==> config.mk <==
export PLATFORM = sky130hd
export DESIGN_NAME = idle_clkgate_ctl
export DESIGN_NICKNAME = d
export VERILOG_FILES = /design/src/rtl/idle_clkgate_pkg.sv /design/src/rtl/idle_wake_detect.sv /design/src/rtl/idle_ctl_fsm.sv /design/src/rtl/idle_clk_en_gen.sv /design/src/rtl/idle_clkgate_ctl.sv
export SDC_FILE = /design/constraint.sdc
export NUM_CORES = 1
export LEC_CHECK = 0
export BUFFER_PORTS_ARGS = -buffer_cell sky130_fd_sc_hd__buf_4
export CAP_MARGIN = 10
export CORE_AREA = 2 2 39 41
export CTS_BUF_LIST = sky130_fd_sc_hd__clkbuf_4
export DETAILED_ROUTE_END_ITERATION = 8
export DIE_AREA = 0 0 41 43
export SETUP_SLACK_MARGIN = 0.1
export SYNTH_ARGS = -nofsm -noshare
export SYNTH_HDL_FRONTEND = slang
export SYNTH_SLANG_ARGS = --single-unit
export TNS_END_PERCENT = 100
==> constraint.sdc <==
create_clock -name clk -period 0.9 [get_ports clk]
set_input_delay 0.135 -clock clk [delete_from_list [all_inputs] [get_ports clk]]
set_output_delay 0.135 -clock clk [all_outputs]
set_load 0.02 [all_outputs]
==> src/rtl/idle_clkgate_pkg.sv <==
package idle_clkgate_pkg;
   typedef enum logic {
      PWR_RUN  = 1'b0,
      PWR_IDLE = 1'b1
   } pwr_state_e;
endpackage

==> src/rtl/idle_wake_detect.sv <==
module idle_wake_detect #(
   parameter int N_IRQ        = 8,
   parameter int SYNC_STAGES  = 0
) (
   input  logic             clk,
   input  logic             rst_n,
   input  logic [N_IRQ-1:0] irq_req_i,
   input  logic [N_IRQ-1:0] irq_en_i,
   output logic             wake_req_o
);
   logic [N_IRQ-1:0] req_seen;

   generate
      if (SYNC_STAGES == 0) begin : g_direct
         assign req_seen = irq_req_i;
      end else begin : g_sync
         logic [N_IRQ-1:0] sync_q [SYNC_STAGES];
         for (genvar s = 0; s < SYNC_STAGES; s++) begin : g_stage
            always_ff @(posedge clk or negedge rst_n) begin
               if (!rst_n) begin
                  sync_q[s] <= '0;
               end else if (s == 0) begin
                  sync_q[s] <= irq_req_i;
               end else begin
                  sync_q[s] <= sync_q[(s == 0) ? 0 : s-1];
               end
            end
         end
         assign req_seen = sync_q[SYNC_STAGES-1];
      end
   endgenerate

   assign wake_req_o = |(req_seen & irq_en_i);
endmodule

==> src/rtl/idle_ctl_fsm.sv <==
module idle_ctl_fsm
   import idle_clkgate_pkg::*;
(
   input  logic       clk,
   input  logic       rst_n,
   input  logic       idle_set_i,
   input  logic       insn_boundary_i,
   input  logic       wake_req_i,
   output pwr_state_e state_o,
   output logic       idle_bit_o,
   output logic       wake_o
);
   pwr_state_e state_q;
   logic       idle_bit_q;
   logic       wake_q;

   always_ff @(posedge clk or negedge rst_n) begin
      if (!rst_n) begin
         state_q    <= PWR_RUN;
         idle_bit_q <= 1'b0;
         wake_q     <= 1'b0;
      end else begin
         wake_q <= 1'b0;
         unique case (state_q)
            PWR_RUN: begin
               if (idle_set_i) begin
                  idle_bit_q <= 1'b1;
               end
               if (idle_bit_q && insn_boundary_i) begin
                  state_q <= PWR_IDLE;
               end
            end
            PWR_IDLE: begin
               if (wake_req_i) begin
                  state_q    <= PWR_RUN;
                  idle_bit_q <= 1'b0;
                  wake_q     <= 1'b1;
               end
            end
            default: state_q <= PWR_RUN;
         endcase
      end
   end

   assign state_o    = state_q;
   assign idle_bit_o = idle_bit_q;
   assign wake_o     = wake_q;
endmodule

==> src/rtl/idle_clk_en_gen.sv <==
module idle_clk_en_gen
   import idle_clkgate_pkg::*;
#(
   parameter int                N_PERIPH        = 4,
   parameter logic [N_PERIPH-1:0] PERIPH_KEEP_MASK = '1
) (
   input  pwr_state_e          state_i,
   input  logic                wdt_idle_en_i,
   input  logic                bod_en_i,
   output logic                cpu_clk_en_o,
   output logic [N_PERIPH-1:0] periph_clk_en_o,
   output logic                wdt_clk_en_o,
   output logic                bod_en_o
);
   logic core_run;

   assign core_run     = (state_i == PWR_RUN);
   assign cpu_clk_en_o = core_run;
   assign wdt_clk_en_o = core_run | wdt_idle_en_i;
   assign bod_en_o     = bod_en_i;

   generate
      for (genvar p = 0; p < N_PERIPH; p++) begin : g_periph
         if (PERIPH_KEEP_MASK[p]) begin : g_keep
            assign periph_clk_en_o[p] = 1'b1;
         end else begin : g_gated
            assign periph_clk_en_o[p] = core_run;
         end
      end
   endgenerate
endmodule

==> src/rtl/idle_clkgate_ctl.sv <==
module idle_clkgate_ctl
   import idle_clkgate_pkg::*;
#(
   parameter int                  N_IRQ            = 8,
   parameter int                  N_PERIPH         = 4,
   parameter logic [N_PERIPH-1:0] PERIPH_KEEP_MASK = '1,
   parameter int                  WAKE_SYNC_STAGES = 0
) (
   input  logic                clk,
   input  logic                rst_n,
   input  logic                idle_set_i,
   input  logic                insn_boundary_i,
   input  logic [N_IRQ-1:0]    irq_req_i,
   input  logic [N_IRQ-1:0]    irq_en_i,
   input  logic                wdt_idle_en_i,
   input  logic                bod_en_i,
   output logic                cpu_clk_en_o,
   output logic [N_PERIPH-1:0] periph_clk_en_o,
   output logic                wdt_clk_en_o,
   output logic                bod_en_o,
   output logic                wake_o,
   output logic                idle_bit_o
);
   generate
      if (N_IRQ < 1) begin : g_bad_irq
         $error("idle_clkgate_ctl: N_IRQ must be at least 1");
      end
      if (N_PERIPH < 1) begin : g_bad_periph
         $error("idle_clkgate_ctl: N_PERIPH must be at least 1");
      end
      if (WAKE_SYNC_STAGES < 0 || WAKE_SYNC_STAGES > 3) begin : g_bad_sync
         $error("idle_clkgate_ctl: WAKE_SYNC_STAGES must lie in 0..3");
      end
   endgenerate

   logic       wake_req;
   pwr_state_e pwr_state;

   idle_wake_detect #(
      .N_IRQ       (N_IRQ),
      .SYNC_STAGES (WAKE_SYNC_STAGES)
   ) u_wake (
      .clk        (clk),
      .rst_n      (rst_n),
      .irq_req_i  (irq_req_i),
      .irq_en_i   (irq_en_i),
      .wake_req_o (wake_req)
   );

   idle_ctl_fsm u_fsm (
      .clk             (clk),
      .rst_n           (rst_n),
      .idle_set_i      (idle_set_i),
      .insn_boundary_i (insn_boundary_i),
      .wake_req_i      (wake_req),
      .state_o         (pwr_state),
      .idle_bit_o      (idle_bit_o),
      .wake_o          (wake_o)
   );

   idle_clk_en_gen #(
      .N_PERIPH         (N_PERIPH),
      .PERIPH_KEEP_MASK (PERIPH_KEEP_MASK)
   ) u_en (
      .state_i         (pwr_state),
      .wdt_idle_en_i   (wdt_idle_en_i),
      .bod_en_i        (bod_en_i),
      .cpu_clk_en_o    (cpu_clk_en_o),
      .periph_clk_en_o (periph_clk_en_o),
      .wdt_clk_en_o    (wdt_clk_en_o),
      .bod_en_o        (bod_en_o)
   );
endmodule

==> results.py <==
metrics = {
    "sta": {
        "rsz0062_at_grt": "yes",
        "setup_ws_ps": -80.3,
        "finalClockSkew_ps": 0.351,
        "hold_violations": 0,
        "finalMaxSlewViolations": 0,
        "post-route-period-util_pct": 109,
        "fin_crit_ps": 980,
        "max_freq_mhz": 1020,
        "setup_violations": 2,
        "whs_ps": 158,
    },
    "synthesis": {
        "syn_area_um2": 194,
        "seq_area_frac_synth_pct": 38.7,
        "synthCells": 21,
        "ys_seq_elements": 3,
        "ys.warnings.count": 0,
        "syn-mean-instance-area_um2": 9.24,
        "ys_types": 12,
    },
    "cells_and_area": {
        "diodes": 0,
        "drive_gt1_share_pct": 66.7,
        "fill_cells": 148,
        "final_cell_area_um2": 453,
        "syn_to_final_growth_pct": 134,
        "utilization_pct": 32.7,
        "nets": 74,
    },
    "die": {
        "core.rowCount": 14,
        "die_y_um": 43,
        "initial_core_util_pct": 14.0,
        "core_um2": 1380,
        "die_x_um": 41,
        "fp.dieArea_um2": 1760,
        "io-pin-count": 31,
    },
    "clocking": {
        "clkTransAtPathRegs_ps": 40,
        "cts_tree": "yes",
        "clk_latency_ps": 230,
        "cts_sinks": 3,
        "cts-root-buf": "clkbuf_4",
        "clockBufferDepth": 2,
        "htree_levels": 1,
        "cts-buffers-inserted": 3,
    },
    "power": {
        "seqPwrFrac_pct": 23.3,
        "power.internal_mw": 0.669,
        "finalPower_mw": 0.981,
        "p_sw_share_pct": 31.8,
        "p_leak_nw": 0.233,
        "combinationalPowerShare_pct": 49.9,
        "p_sw_mw": 0.312,
        "powerDensity_nw_per_um2": 2170,
        "clockPowerShare_pct": 26.8,
        "ir_drop_uv": 484,
    },
    "placed_design": {
        "pre_cts_ws_ps": -21.5,
        "place_congestion": 0.625,
        "dp.final_hpwl_um": 449,
        "place_area_um2": 368,
        "port_buffers": 24,
    },
    "worst_setup_path": {
        "crit_arrival_ps": 850,
        "slowest_stage": "dfrtp_1",
        "slowest_delay_ps": 390,
        "critPathMaxFanout": 3,
        "path_cells": "nand2b_1 > buf_6",
        "crit_path_start_kind": "flop",
        "crit_family": "flip-flops",
        "crit_type": "reg2out",
        "crit_path_end_kind": "output port",
        "critPathRequiredTime_ps": 760,
        "path_buf_inv": 1,
    },
    "outcome": {
        "status": "finished with violations",
        "violations": "negative setup slack",
    },
    "global_routing": {
        "antenna_found_initial": 0,
        "grt_pass1_wl_um": 869,
        "track_usage_pct": 8.33,
        "overflow": 0,
        "grt_max_degree": 5,
        "grt_pass1_vias": 246,
    },
    "routing": {
        "wirelength_um": 567,
        "drc_errors": 0,
        "firstDrtPassIters": 4,
        "drt-initial-drc-count": 5,
        "wl_per_cell_um": 8.46,
        "antenna_left": 0,
        "viasPerCell": 3.97,
        "vias": 266,
    },
    "worst_hold_path": {
        "worst_hold_path_type": "in2reg",
    },
    "job": {
        "cap_viol_max_count": 0,
    },
}
[synth_stat cells, drive strengths merged]
| cell | n | area share, % |
|---|---|---|
| a22oi | 4 | 18 |
| a21oi | 2 | 5.2 |
| buf | 5 | 19 |
| and2 | 1 | 3.2 |
| dfrtp | 3 | 39 |
| o21ai | 1 | 2.6 |
| nand3 | 1 | 2.6 |
| nand2b | 1 | 3.2 |
| inv | 1 | 1.9 |
| conb | 1 | 1.9 |
| nand4 | 1 | 3.2 |
[cell type report]
class	count	area, um2	area share, %
Tap cell	16	20.0	4.42
Sequential cell	3	75.1	16.6
Timing Repair Buffer	28	231	51.1
Inverter	1	3.75	0.829
Multi-Input combinational cell	15	92.6	20.4
Clock buffer	4	30.0	6.63
[flip-flops by register name, indices dropped and copies added, names as in the netlist]
| signal | cells |
|---|---|
| u_fsm.state_o | 1 |
| u_fsm.wake_o | 1 |
| u_fsm.idle_bit_o | 1 |
[timing repair]
item / 4_1_cts / 5_1_grt
hold buffers: 1 / 0
endpoints found under the setup margin: 4 / 6
resized for setup: 4 / 2
hold endpoints to repair: 3 / 0
setup buffers: 2 / 1
[routing by layer]
layer  wire, um  GRT usage [%]
met1        177           7.40
met3        118           3.14
met4         13           12.0
met2        258           11.3
met5          0              0
[worst paths after layout]
check	startpoint	end	slack (ps)	cells past startpoint
max	u_fsm.state_o$_DFF_PN0_	wdt_clk_en_o	-80	2
min reg2reg	u_fsm.state_o$_DFF_PN0_	u_fsm.idle_bit_o$_DFFE_PN0P_	590	2
max reg2reg	u_fsm.state_o$_DFF_PN0_	u_fsm.state_o$_DFF_PN0_	120	3
min in group asynchronous	rst_n	u_fsm.idle_bit_o$_DFFE_PN0P_	250	2
min	insn_boundary_i	u_fsm.state_o$_DFF_PN0_	160	3
max in group asynchronous	rst_n	u_fsm.wake_o$_DFF_PN0_	560	2
[worst reg2reg max path, stage by stage, from the launching register on]
cell,delay (ps)
dfrtp_1,390
inv_2,100
buf_4,110
o21ai_1,60
[cells by family after synthesis]
family,after synthesis,share of synthesized area (%)
AND/OR/NAND/NOR,4,12.3
other,1,1.93
buffers and inverters,6,21.3
AO/OA/AOI/OAI,7,25.8
flip-flops,3,38.7
[power by group through the flow]
stage,registers [mW],clock network (mW),logic (mW)
4_1_cts,0.224,0.280,0.444
6_report,0.228,0.263,0.490
3_3_place_gp,0.228,0,0.343
5_1_grt,0.235,0.300,0.537
3_5_place_dp,0.228,0,0.337
2_1_floorplan,0.269,0,0.137
[layout by cell type, fill, tap and decap left out]
cell / count
and2_1: 1
buf_6: 5
nand2b_1: 1
clkbuf_4: 4
a21oi_1: 1
a21oi_2: 1
buf_4: 22
nand3_1: 1
a22oi_1: 3
a22oi_2: 1
dfrtp_1: 3
nand4_1: 1
conb_1: 4
o21ai_1: 1
inv_2: 1
dlygate4sd3_1: 1
[stage by stage]
step                      cells  setup TNS (ps)
final                        67            -159
after global placement       59               0
after floorplan              24               0
after CTS                    66            -146
after detailed placement     59           -21.5
after global routing         67            -305
Note: power is estimated with default switching activity, not from simulation.
